$ cat src/rtl/bhp_pkg.sv
// Shared types and helpers for the two-level branch predictor.
// Assumes the 2-bit counter encoding 00 SNT, 01 WNT, 10 WT, 11 ST.
package bhp_pkg;

    typedef logic [1:0] ctr_t;

    localparam ctr_t CTR_SNT = 2'b00;
    localparam ctr_t CTR_WNT = 2'b01;
    localparam ctr_t CTR_WT  = 2'b10;
    localparam ctr_t CTR_ST  = 2'b11;

    // Saturating step of one counter toward the resolved outcome
    function automatic ctr_t ctr_step(input ctr_t cur, input logic taken);
        ctr_t nxt;
        if (taken) begin
            nxt = (cur == CTR_ST) ? CTR_ST : cur + 2'd1;
        end else begin
            nxt = (cur == CTR_SNT) ? CTR_SNT : cur - 2'd1;
        end
        return nxt;
    endfunction

endpackage

$ cat src/rtl/bhp_row_hash.sv
// Folds a branch address into a row index by XOR-ing ROW_W-bit slices
// of the address above the alignment bits; the top slice is zero-padded.
// Assumes ADDR_W > ALIGN_W. Purely combinational.
module bhp_row_hash #(
    parameter int ADDR_W  = 32,
    parameter int ALIGN_W = 2,
    parameter int ROW_W   = 4
) (
    input  logic [ADDR_W-1:0] pc,
    output logic [ROW_W-1:0]  row
);
    localparam int FOLD_BITS = ADDR_W - ALIGN_W;
    localparam int N_SLICE   = (FOLD_BITS + ROW_W - 1) / ROW_W;
    localparam int PAD_BITS  = N_SLICE * ROW_W - FOLD_BITS;

    logic [N_SLICE*ROW_W-1:0] padded;
    logic [ROW_W-1:0]         partial [N_SLICE];
    logic                     unused_align;

    // Alignment bits carry no information about the branch
    assign unused_align = ^pc[ALIGN_W-1:0];

    generate
        if (PAD_BITS > 0) begin : g_pad
            assign padded = {{PAD_BITS{1'b0}}, pc[ADDR_W-1:ALIGN_W]};
        end else begin : g_nopad
            assign padded = pc[ADDR_W-1:ALIGN_W];
        end

        // Running XOR over the slices, one stage per slice
        for (genvar s = 0; s < N_SLICE; s++) begin : g_fold
            if (s == 0) begin : g_first
                assign partial[s] = padded[ROW_W-1:0];
            end else begin : g_next
                assign partial[s] = partial[s-1] ^ padded[s*ROW_W +: ROW_W];
            end
        end
    endgenerate

    assign row = partial[N_SLICE-1];

endmodule

$ cat src/rtl/bhp_history.sv
// Speculative global history register. Shifts in each predicted direction;
// on a misprediction it is rebuilt from the carried snapshot plus the true
// outcome, which wins over a same-cycle shift. Assumes HIST_W >= 2.
module bhp_history #(
    parameter int HIST_W = 4
) (
    input  logic              clk,
    input  logic              rst_n,
    input  logic              shift_en,
    input  logic              shift_bit,
    input  logic              restore_en,
    input  logic [HIST_W-1:0] restore_snap,
    input  logic              restore_bit,
    output logic [HIST_W-1:0] hist
);
    logic [HIST_W-1:0] hist_q;

    // History update: rewind first, else speculative shift, else hold
    always_ff @(posedge clk) begin
        if (!rst_n) begin
            hist_q <= '0;
        end else if (restore_en) begin
            hist_q <= {restore_snap[HIST_W-2:0], restore_bit};
        end else if (shift_en) begin
            hist_q <= {hist_q[HIST_W-2:0], shift_bit};
        end
    end

    assign hist = hist_q;

endmodule

$ cat src/rtl/bhp_counter_table.sv
// Table of ROWS x 2^HIST_W 2-bit saturating counters, held in flops.
// One asynchronous read port and one read-modify-write port; a read of
// an entry being written returns the old value. Reset loads weakly not taken.
module bhp_counter_table
    import bhp_pkg::*;
#(
    parameter int ROW_W  = 4,
    parameter int HIST_W = 4
) (
    input  logic              clk,
    input  logic              rst_n,
    input  logic [ROW_W-1:0]  rd_row,
    input  logic [HIST_W-1:0] rd_col,
    output ctr_t              rd_ctr,
    input  logic              wr_en,
    input  logic [ROW_W-1:0]  wr_row,
    input  logic [HIST_W-1:0] wr_col,
    input  logic              wr_taken
);
    localparam int IDX_W   = ROW_W + HIST_W;
    localparam int ENTRIES = 1 << IDX_W;

    ctr_t             ctr_mem [ENTRIES];
    logic [IDX_W-1:0] rd_idx;
    logic [IDX_W-1:0] wr_idx;

    assign rd_idx = {rd_row, rd_col};
    assign wr_idx = {wr_row, wr_col};

    // Lookup: combinational read of the selected counter
    assign rd_ctr = ctr_mem[rd_idx];

    // Training: reset fill, else saturating step of the addressed counter
    always_ff @(posedge clk) begin
        if (!rst_n) begin
            for (int i = 0; i < ENTRIES; i++) begin
                ctr_mem[i] <= CTR_WNT;
            end
        end else if (wr_en) begin
            ctr_mem[wr_idx] <= ctr_step(ctr_mem[wr_idx], wr_taken);
        end
    end

endmodule

$ cat src/rtl/bhp_two_level_predictor.sv
// Two-level adaptive branch direction predictor. The hashed address picks a
// row and the speculative history picks a column. The lookup is same-cycle;
// training happens only at resolution using the carried snapshot.
// Assumes at most one prediction and one update per cycle.
module bhp_two_level_predictor
    import bhp_pkg::*;
#(
    parameter int ADDR_W  = 32,
    parameter int ALIGN_W = 2,
    parameter int ROW_W   = 4,
    parameter int HIST_W  = 4
) (
    input  logic              clk,
    input  logic              rst_n,
    input  logic              pred_valid,
    input  logic [ADDR_W-1:0] pred_pc,
    output logic              pred_taken,
    output logic [HIST_W-1:0] pred_hist,
    input  logic              upd_valid,
    input  logic [ADDR_W-1:0] upd_pc,
    input  logic              upd_taken,
    input  logic [HIST_W-1:0] upd_hist,
    input  logic              upd_mispredict
);
    logic [ROW_W-1:0]  pred_row;
    logic [ROW_W-1:0]  upd_row;
    logic [HIST_W-1:0] spec_hist;
    ctr_t              look_ctr;
    logic              rewind;

    bhp_row_hash #(.ADDR_W(ADDR_W), .ALIGN_W(ALIGN_W), .ROW_W(ROW_W)) u_hash_pred (
        .pc  (pred_pc),
        .row (pred_row)
    );

    bhp_row_hash #(.ADDR_W(ADDR_W), .ALIGN_W(ALIGN_W), .ROW_W(ROW_W)) u_hash_upd (
        .pc  (upd_pc),
        .row (upd_row)
    );

    // A reported misprediction rewinds the speculative history
    assign rewind = upd_valid & upd_mispredict;

    bhp_history #(.HIST_W(HIST_W)) u_hist (
        .clk          (clk),
        .rst_n        (rst_n),
        .shift_en     (pred_valid),
        .shift_bit    (pred_taken),
        .restore_en   (rewind),
        .restore_snap (upd_hist),
        .restore_bit  (upd_taken),
        .hist         (spec_hist)
    );

    bhp_counter_table #(.ROW_W(ROW_W), .HIST_W(HIST_W)) u_table (
        .clk      (clk),
        .rst_n    (rst_n),
        .rd_row   (pred_row),
        .rd_col   (spec_hist),
        .rd_ctr   (look_ctr),
        .wr_en    (upd_valid),
        .wr_row   (upd_row),
        .wr_col   (upd_hist),
        .wr_taken (upd_taken)
    );

    // Direction is the counter MSB; the history used is exported as snapshot
    assign pred_taken = look_ctr[1];
    assign pred_hist  = spec_hist;

endmodule

$ cat config.mk
export PLATFORM = sky130hd
export DESIGN_NAME = bhp_two_level_predictor
export DESIGN_NICKNAME = d
export VERILOG_FILES = /design/src/rtl/bhp_pkg.sv /design/src/rtl/bhp_row_hash.sv /design/src/rtl/bhp_history.sv /design/src/rtl/bhp_counter_table.sv /design/src/rtl/bhp_two_level_predictor.sv
export SDC_FILE = /design/constraint.sdc
export NUM_CORES = 1
export LEC_CHECK = 0
export ABC_AREA = 0
export BUFFER_PORTS_ARGS = -buffer_cell sky130_fd_sc_hd__buf_2
export CAP_MARGIN = 20
export CORE_MARGIN = 10
export CORE_UTILIZATION = 50
export CTS_CLUSTER_SIZE = 12
export DETAILED_ROUTE_END_ITERATION = 6
export PLACE_DENSITY_LB_ADDON = 0.12
export RECOVER_POWER = 25
export SKIP_CTS_REPAIR_TIMING = 1
export SYNTH_ARGS = -nofsm -noshare
export SYNTH_HDL_FRONTEND = slang
export SYNTH_SLANG_ARGS = --single-unit
$ cat constraint.sdc
create_clock -name clk -period 4.8 [get_ports clk]
set_input_delay 1.44 -clock clk [delete_from_list [all_inputs] [get_ports clk]]
set_output_delay 1.44 -clock clk [all_outputs]
set_load 0.05 [all_outputs]
# ---- After elaboration in Yosys (flattened, before gate mapping)
# Memories as Yosys holds them, arrays and structs flattened.
# Cells that the tools add are included.
dict set report totals {
  ff_bits 4
  mem_bits_rw 512
  input_bits 74
  output_inout_bits 5
  wordCells 37
  n_memories 1
}
# name words width rd rd_ports_with_merged_regs write_ports line_no
set memory_table {}
lappend memory_table {u_table.ctr_mem 256 2 2 0 256 bhp_counter_table.sv:23} ;# ctr_t ctr_mem [ENTRIES];
dict set report classes {
  addsub 2
  n_eq_ne 1
  mux 14
  bitwise 15
  reduce_logical 3
}
# cell count
set ops {}
lappend ops {{$xor A4 B4 Y4} 12}
lappend ops {{$mux W2} 6}
lappend ops {{$mux W4} 2}
lappend ops {{$mux W8} 1}
lappend ops {{$xor A4 B2 Y4} 2}
lappend ops {{$mux W1} 5}
lappend ops {{$add A2 B1 Y2 const B} 1}
lappend ops {{$eq A2 B2 Y1 const B} 1}
lappend ops {{$logic_not A2 Y1} 1}
lappend ops {{$reduce_bool A2 Y1} 1}
lappend ops {{$reduce_or A2 Y1} 1}
lappend ops {{$sub A2 B1 Y2 const B} 1}
lappend ops {{$and A1 B1 Y1} 1}

# ---- Depth between registers and ports, before layout
# Gate-level depths: netlist (run 1).
# An unclocked memory read counts as a cell.
dict set report depth {
  depth_word 14
  depth_mapped 16
  mapped_depth_nobuf 9
}

# ---- Hierarchy
# Synthesis (run 1) repeated with hierarchy kept, for this count alone.
dict set report hier_totals {
  cells_unflattened 2554
  area_unflattened_um2 30805.8
}
# module instances cells_each area_each_um2 seq_area_each_um2
set by_module_without_submodules {}
lappend by_module_without_submodules {bhp_counter_table 1 2485 30153.9 15374.7}
lappend by_module_without_submodules {bhp_row_hash 2 26 227.7 0.0}
lappend by_module_without_submodules {bhp_history 1 16 190.2 80.1}
lappend by_module_without_submodules {bhp_two_level_predictor 1 1 6.3 0.0}

# ---- Worst setup path before layout (run 1)
# No wires, ideal clock.
dict set report synth_timing {
  kind {input to output}
  start {input pred_pc[26]}
  end {output pred_taken}
  t_arrival_ps 4290
  required_time_ps 3360
  slack_ps -930
  path_stages 9
  path_cell_list {xor2_1 -> xnor2_1 -> xnor2_1 -> clkbuf_1 -> mux2i_1 -> mux2i_1 -> mux2i_1 -> mux4_2 -> mux2i_1}
}
dict set report synth_between {
  elab_chain_len 3
}
# item line_no
set synth_lines {}
lappend synth_lines {{from (decl)} bhp_two_level_predictor.sv:16} ;# input logic [ADDR_W-1:0] pred_pc,
lappend synth_lines {{$xor A4 B4 Y4} bhp_row_hash.sv:35} ;# assign partial[s] = partial[s-1] ^ padded[s*ROW_W +: ROW_W];
lappend synth_lines {{$xor A4 B2 Y4} bhp_row_hash.sv:35}
lappend synth_lines {{$mem_v2 Z256 W2} n/a}
lappend synth_lines {{to (decl)} bhp_two_level_predictor.sv:17} ;# output logic pred_taken,
# Every way passes these cells.

# ---- Final worst setup path (run 1)
# Same ends and word-level chain as after synthesis.

==> results of run 1 <==
## tightest hold or removal path, cell delays in order (launching register included)
cell and delay [ns]:
dfxtp_4 0.48, mux2i_1 0.18, nand2_1 0.07, o211a_1 0.11
## cell families (layout without fill, tap and decap cells)
group / Yosys count / in the layout / synth area share, %
and+or+nand+nor: 660 / 660 / 11.57
DFF: 516 / 516 / 55.73
AOI/OAI and AO/OA: 313 / 313 / 6.113
buffers and inverters: 283 / 425 / 4.972
muxes: 278 / 278 / 19.57
xor gates and xnor gates: 52 / 52 / 1.976
adders and majority gates: 2 / 2 / 0.07670
## flip-flops by register name, indices dropped and copies added, names as in the netlist
signal / count
u_table.ctr_mem: 512
u_hist.hist: 4
## area by class of cell
type	count	share of cell area [%]
timing repair buffer	318	8.593
sequential	516	48.11
multi-input combinational	1305	34.86
tap	748	2.912
clock buffer	81	4.874
clock inverter	24	0.6268
inverter	2	0.02336
## placed cells by master, fill, tap and decap left out, types with 34 or more instances in the layout
master     instances
buf_12            49
buf_2             63
buf_4            166
clkbuf_1          34
clkbuf_16         57
edfxtp_1         512
mux2i_1           57
mux4_2           211
nand2_1           62
nand3_1          265
nor3_1           259
o21ai_0          259
## where the power goes
group	internal, mW	total (mW)	switching, mW	leakage [nW]
Combinational	1.88	5.05	3.17	4.23
Sequential	5.05	5.13	0.0809	4.52
Clock	2.42	4.26	1.84	0.869
Total	9.35	14.4	5.09	9.62
## routing by layer
| layer | track usage, % | vias to the layer above |
|---|---|---|
| li1 | - | 8486 |
| met1 | 41.12 | 10600 |
| met2 | 44.74 | 1605 |
| met3 | 6.505 | 274 |
| met4 | 11.94 | 4 |
| met5 | 0 | - |
## worst min path at each step
| stage | start | end | cells after the start |
|---|---|---|---|
| finish | u_hist.hist[2] | u_hist.hist[2] | 3 |
| CTS | u_hist.hist[2] | u_hist.hist[2] | 3 |
| floorplan | u_hist.hist[3] | u_hist.hist[3] | 3 |
| detailed placement | u_hist.hist[2] | u_hist.hist[2] | 3 |
| global placement | u_hist.hist[2] | u_hist.hist[2] | 3 |
| global route | u_hist.hist[2] | u_hist.hist[2] | 3 |
## stage by stage
step / hold WS [ns] / total power, mW
2_1_floorplan: 0.9319 / 8.126
3_5_place_dp: 0.8549 / 10.06
4_1_cts: 0.8667 / 14.26
6_report: 0.8818 / 14.43
5_1_grt: 0.9181 / 14.84
3_3_place_gp: 0.8283 / 10.02
==> run metrics, run 1 <==
CP top delay family buffers and inverters; gr usage total 29.59%; DR vias ~21000; io pins 79; final wirelength 99.10 mm; min Tclk post-route 5.213 ns; FILL cells 4437; Post-synth top cells edfxtp_1 (512), nand3_1 (265), nor3_1 (263), o21ai_0 (260), mux4_2 (211); initial DRC count 3382; Synth cell types 49; CP peak stage delay around 0.22 ns; Fin. Hold Viols 0; Die X 255.5 µm; post-synthesis instance area 0.02773 mm²; Vias per Instance about 7; reg2reg path depth 12; most common cell in the synthesized netlist edfxtp_1; status finished with violations; post-route cell area roughly 0.032 mm²; Layout Cells excl Fill 2994; vias in the first global route 20300; routed wl met3 13.04 mm; Main synth FF type edfxtp_1; share of layout cells above drive strength 1 28.67%; Multi-input gate area about 0.011 mm²; number of synthesized register bits 516; WL met2 around 45 mm; WL/cell 33.10 µm; critical path class input pin to primary output; Setup Skew 0.02706 ns; initial antenna violation count 3; M1 wire length 36.60 mm; Sinks on Clock Net 516; WP depth 15; Peak Freq 191.8 MHz; Initial Utilization 50.44%; post-synth top area cell edfxtp_1; synthesis-to-finish area growth 15.88%; ant diodes 0; placed cell areas 0.03023 mm²; GRT overflow 0; Final Net Count about 2300; Finished Core Util 58.45%; DRC 0; crit path launch pred_pc[26]; first-pass GRT wire length 142.6 mm; worst-margin pin slew between 2 and 2.5 ns; Critical Path RT between 3 and 4 ns; Worst Setup EP pred_taken; EDFF count, synth 512; Top Layer Used met5; pre-CTS setup slack -0.6015 ns; Hold/Removal Path Class register to register; Startpoint Class input pin; Detailed Place HPWL between 60 and 70 mm; num rows 86; clock root buffer clkbuf_16; DRT antenna net count 0; Max IR drop VDD 0.3320 mV; I/O Buffers 74; Die Span Y 255.5 µm; most area-consuming cells after synthesis edfxtp_1 (55%), mux4_2 (17%), nand3_1 (4.8%), nor3_1 (4.7%), o21ai_0 (4.7%); worst r2r src u_table.ctr_mem[61][1]; CP cell instances buf_2 -> xor2_4 -> xnor2_4 -> xnor2_4 -> buf_12 -> buf_12 -> buf_4 -> buf_4 -> nand3_1 -> o21ai_0 -> a21oi_1 -> a31oi_1 -> buf_4 -> mux2i_4 -> buf_6; most frequent CP cell buf_4; die area 0.06529 mm²; Clock Path Buffers 3; Slew HR -38.20%; CP Capture Type primary output; Post-synth ARST share 0%; RR Endpoint u_table.ctr_mem[13][1]; # setup viols final 19; max-slew violations ~140; syn avg cell area 13.18 µm²; 1st-pass router iterations 6; Buf/Inv on CP 7; post-synthesis net count around 2200; Clock Pin Slew Worst Setup and Hold Paths roughly 0.070 ns; RePlAce Congestion 0.9524; r2r setup slk 1.27 ns; Final period util 108.6%; Leakage between 9 and 10 nW; Cells after DPL 2886; clk_lat worst skew 0.64 ns; post-synth top area share 55.44%; Max-Cap Viols 2; unrepaired setup endpoints after global routing yes; synth warn 0; crit path DAT 3.77 ns; Slowest-stage cell, CP xnor2_4; core area 0.05499 mm²; area occupied by registers 0.01546 mm²; htree depth 2; CP max FO 8; PwrDens approximately 450 mW/mm²; Fin Setup TNS -0.8600 ns; Inserted Clock Buffers 56; Cells after Synth 2104; failing checks max-capacitance violations, max-slew violations, negative setup slack; CTS tree done; largest net degree at the start of global routing 101; register area share after synthesis a little under three fifths; Worst Slack Setup Final -0.4128 ns
Power figures use the tool's default switching activity.
==> run 2: changes to the inputs <==
Settings changed: GPL_TIMING_DRIVEN set to 0.
==> run metrics, run 2 (same netlist as run 1, synthesis figures left out) <==
status finished with violations; failing checks negative setup slack; critical path class register to primary output; CP Capture Type primary output; CP peak stage delay 0.57 ns; 1st-pass router iterations 6; most frequent cells in the layout edfxtp_1 (512), nand3_1 (265), nor3_1 (259); Finished Core Util 58.81%; Setup Skew 0.03495 ns; Slew HR 2.516%; Net Sw Power just under 6 mW; Clock Path Buffers 3; initial DRC count 5081; Leakage 9.537 nW; Die X 255.5 µm; Layout Cells excl Fill 3117; initial antenna violation count 15; CP cell instances clkbuf_2 -> clkbuf_2 -> mux4_2 -> a22oi_1 -> a21oi_1 -> a211oi_1 -> a211oi_1 -> a31oi_4 -> mux2i_4 -> buf_6; Critical Path RT 3.36 ns; htree depth 2; Die Span Y between 200 and 300 µm; DR vias 23900; Final period util 113.5%; Max IR drop VDD roughly 0.37 mV; PwrDens 452.6 mW/mm²; Startpoint Class register; Hold/Removal Path Class register to register; Buf/Inv on CP 3; gr usage total approximately 41%; crit path DAT 4.01 ns; Pint 8.848 mW; worst-margin pin slew 1.462 ns; CP top delay family compound AO/OA/AOI/OAI gates; largest net degree at the start of global routing 15; Cells after DPL just under 3000; PnR Total Power 14.63 mW; Vias per Instance ~7.7; Final Net Count approximately 2400; GRT overflow 0; CP max FO 10; Max-Cap Viols 0; clock root buffer clkbuf_16; Sinks on Clock Net 516; post-route cell area 0.03234 mm²; WL/cell 43.89 µm; placed cell areas 0.02993 mm²; clock power share about 28%; share of layout cells above drive strength 1 25.14%; combinational power share 36.9%; max-slew violations 0; Biggest register u_table.ctr_mem; Detailed Place HPWL approximately 100 mm; final wirelength 136.8 mm; Slowest-stage cell, CP clkbuf_2; num rows 86; DRT antenna net count 0; hold_ws 1.020 ns; Peak Freq 183.6 MHz; # setup viols final 384; DRC 0; Worst Slack Setup Final -0.6475 ns; FILL cells between 4000 and 5000; switching share of power 39.54%; max reg flops approximately 500; io pins 79; Clock Pin Slew Worst Setup and Hold Paths 0.06 ns; min Tclk post-route around 5.4 ns; Initial Utilization roughly 50%; synthesis-to-finish area growth 16.60%; die area 0.06529 mm²; RePlAce Congestion 1.104; commonest non-fill, non-tap cell in the layout edfxtp_1; I/O Buffers 70; clk_lat worst skew 0.66 ns; unrepaired setup endpoints after global routing yes; vias in the first global route 22330; Fin. Hold Viols 0; first-pass GRT wire length around 180 mm; Sequential Power Share 34.9%; CTS tree done; core area 0.05499 mm²; Inserted Clock Buffers 55
[run 2: cell types whose count changed in the layout (fill, tap and decap cells not counted), sizes merged, moves of 2 or more]
cell / delta
clkbuf: +157
buf: -53
diode: +14
clkinv: +6
bufinv: -2
[run 2: path summary, 6_finish.rpt]
| path | to | startpoint | slack [ns] | cells past startpoint |
|---|---|---|---|---|
| hold / removal | u_hist.hist[3] | u_hist.hist[3] | 1.02 | 3 |
| setup / recovery | pred_taken | u_hist.hist[2] | -0.65 | 10 |
| setup reg to reg | u_table.ctr_mem[91][0] | u_table.ctr_mem[187][0] | 1.06 | 10 |
| hold reg to reg | u_hist.hist[3] | u_hist.hist[3] | 1.02 | 3 |
[run 2: per-layer routing]
layer  part of all wire, %  track usage (%)  up-vias
li1                      -                -     8732
met1                    33            50.19    11610
met2                    40            54.96     2822
met3                    18            18.73      721
met4                   9.5            30.86       10
met5                 0.067           0.4498        -
[run 2: power by group through the flow]
| stage | Sequential, mW | Combinational (mW) | Clock [mW] |
|---|---|---|---|
| detailed placement | 5.20 | 4.76 | 0 |
| CTS | 5.11 | 4.77 | 4.05 |
| global placement | 5.19 | 4.66 | 0 |
| global route | 5.12 | 5.40 | 4.21 |
| finish | 5.11 | 5.41 | 4.11 |
| floorplan | 5.18 | 2.95 | 0 |
[run 2: metrics by stage]
| step | setup TNS (ns) | setup slack [ns] |
|---|---|---|
| after detailed placement | -1315.22 | -1.939 |
| final | -23.26 | -0.6475 |
| after global placement | -1493.95 | -3.065 |
| after floorplan | -0.07729 | -0.07729 |
| after global routing | -0.6431 | -0.5956 |
| after CTS | -668.06 | -1.388 |
[run 2: layout make-up]
class	count	area, µm²	area share, %
Tap cell	748	935.9	2.894
Multi-Input combinational cell	1305	11170	34.54
Buffer	281	1705	5.274
Clock inverter	28	162.7	0.5030
Sequential cell	516	15450	47.79
Clock buffer	75	1473	4.554
Antenna cell	14	35.03	0.1083
Inverter	2	7.507	0.02322
Timing Repair Buffer	148	1393	4.306
[run 2: tightest hold or removal path, stage by stage (launching register included)]
cell,delay [ns]
dfxtp_1,0.52
mux2i_1,0.22
nand2_1,0.10
o211a_1,0.13
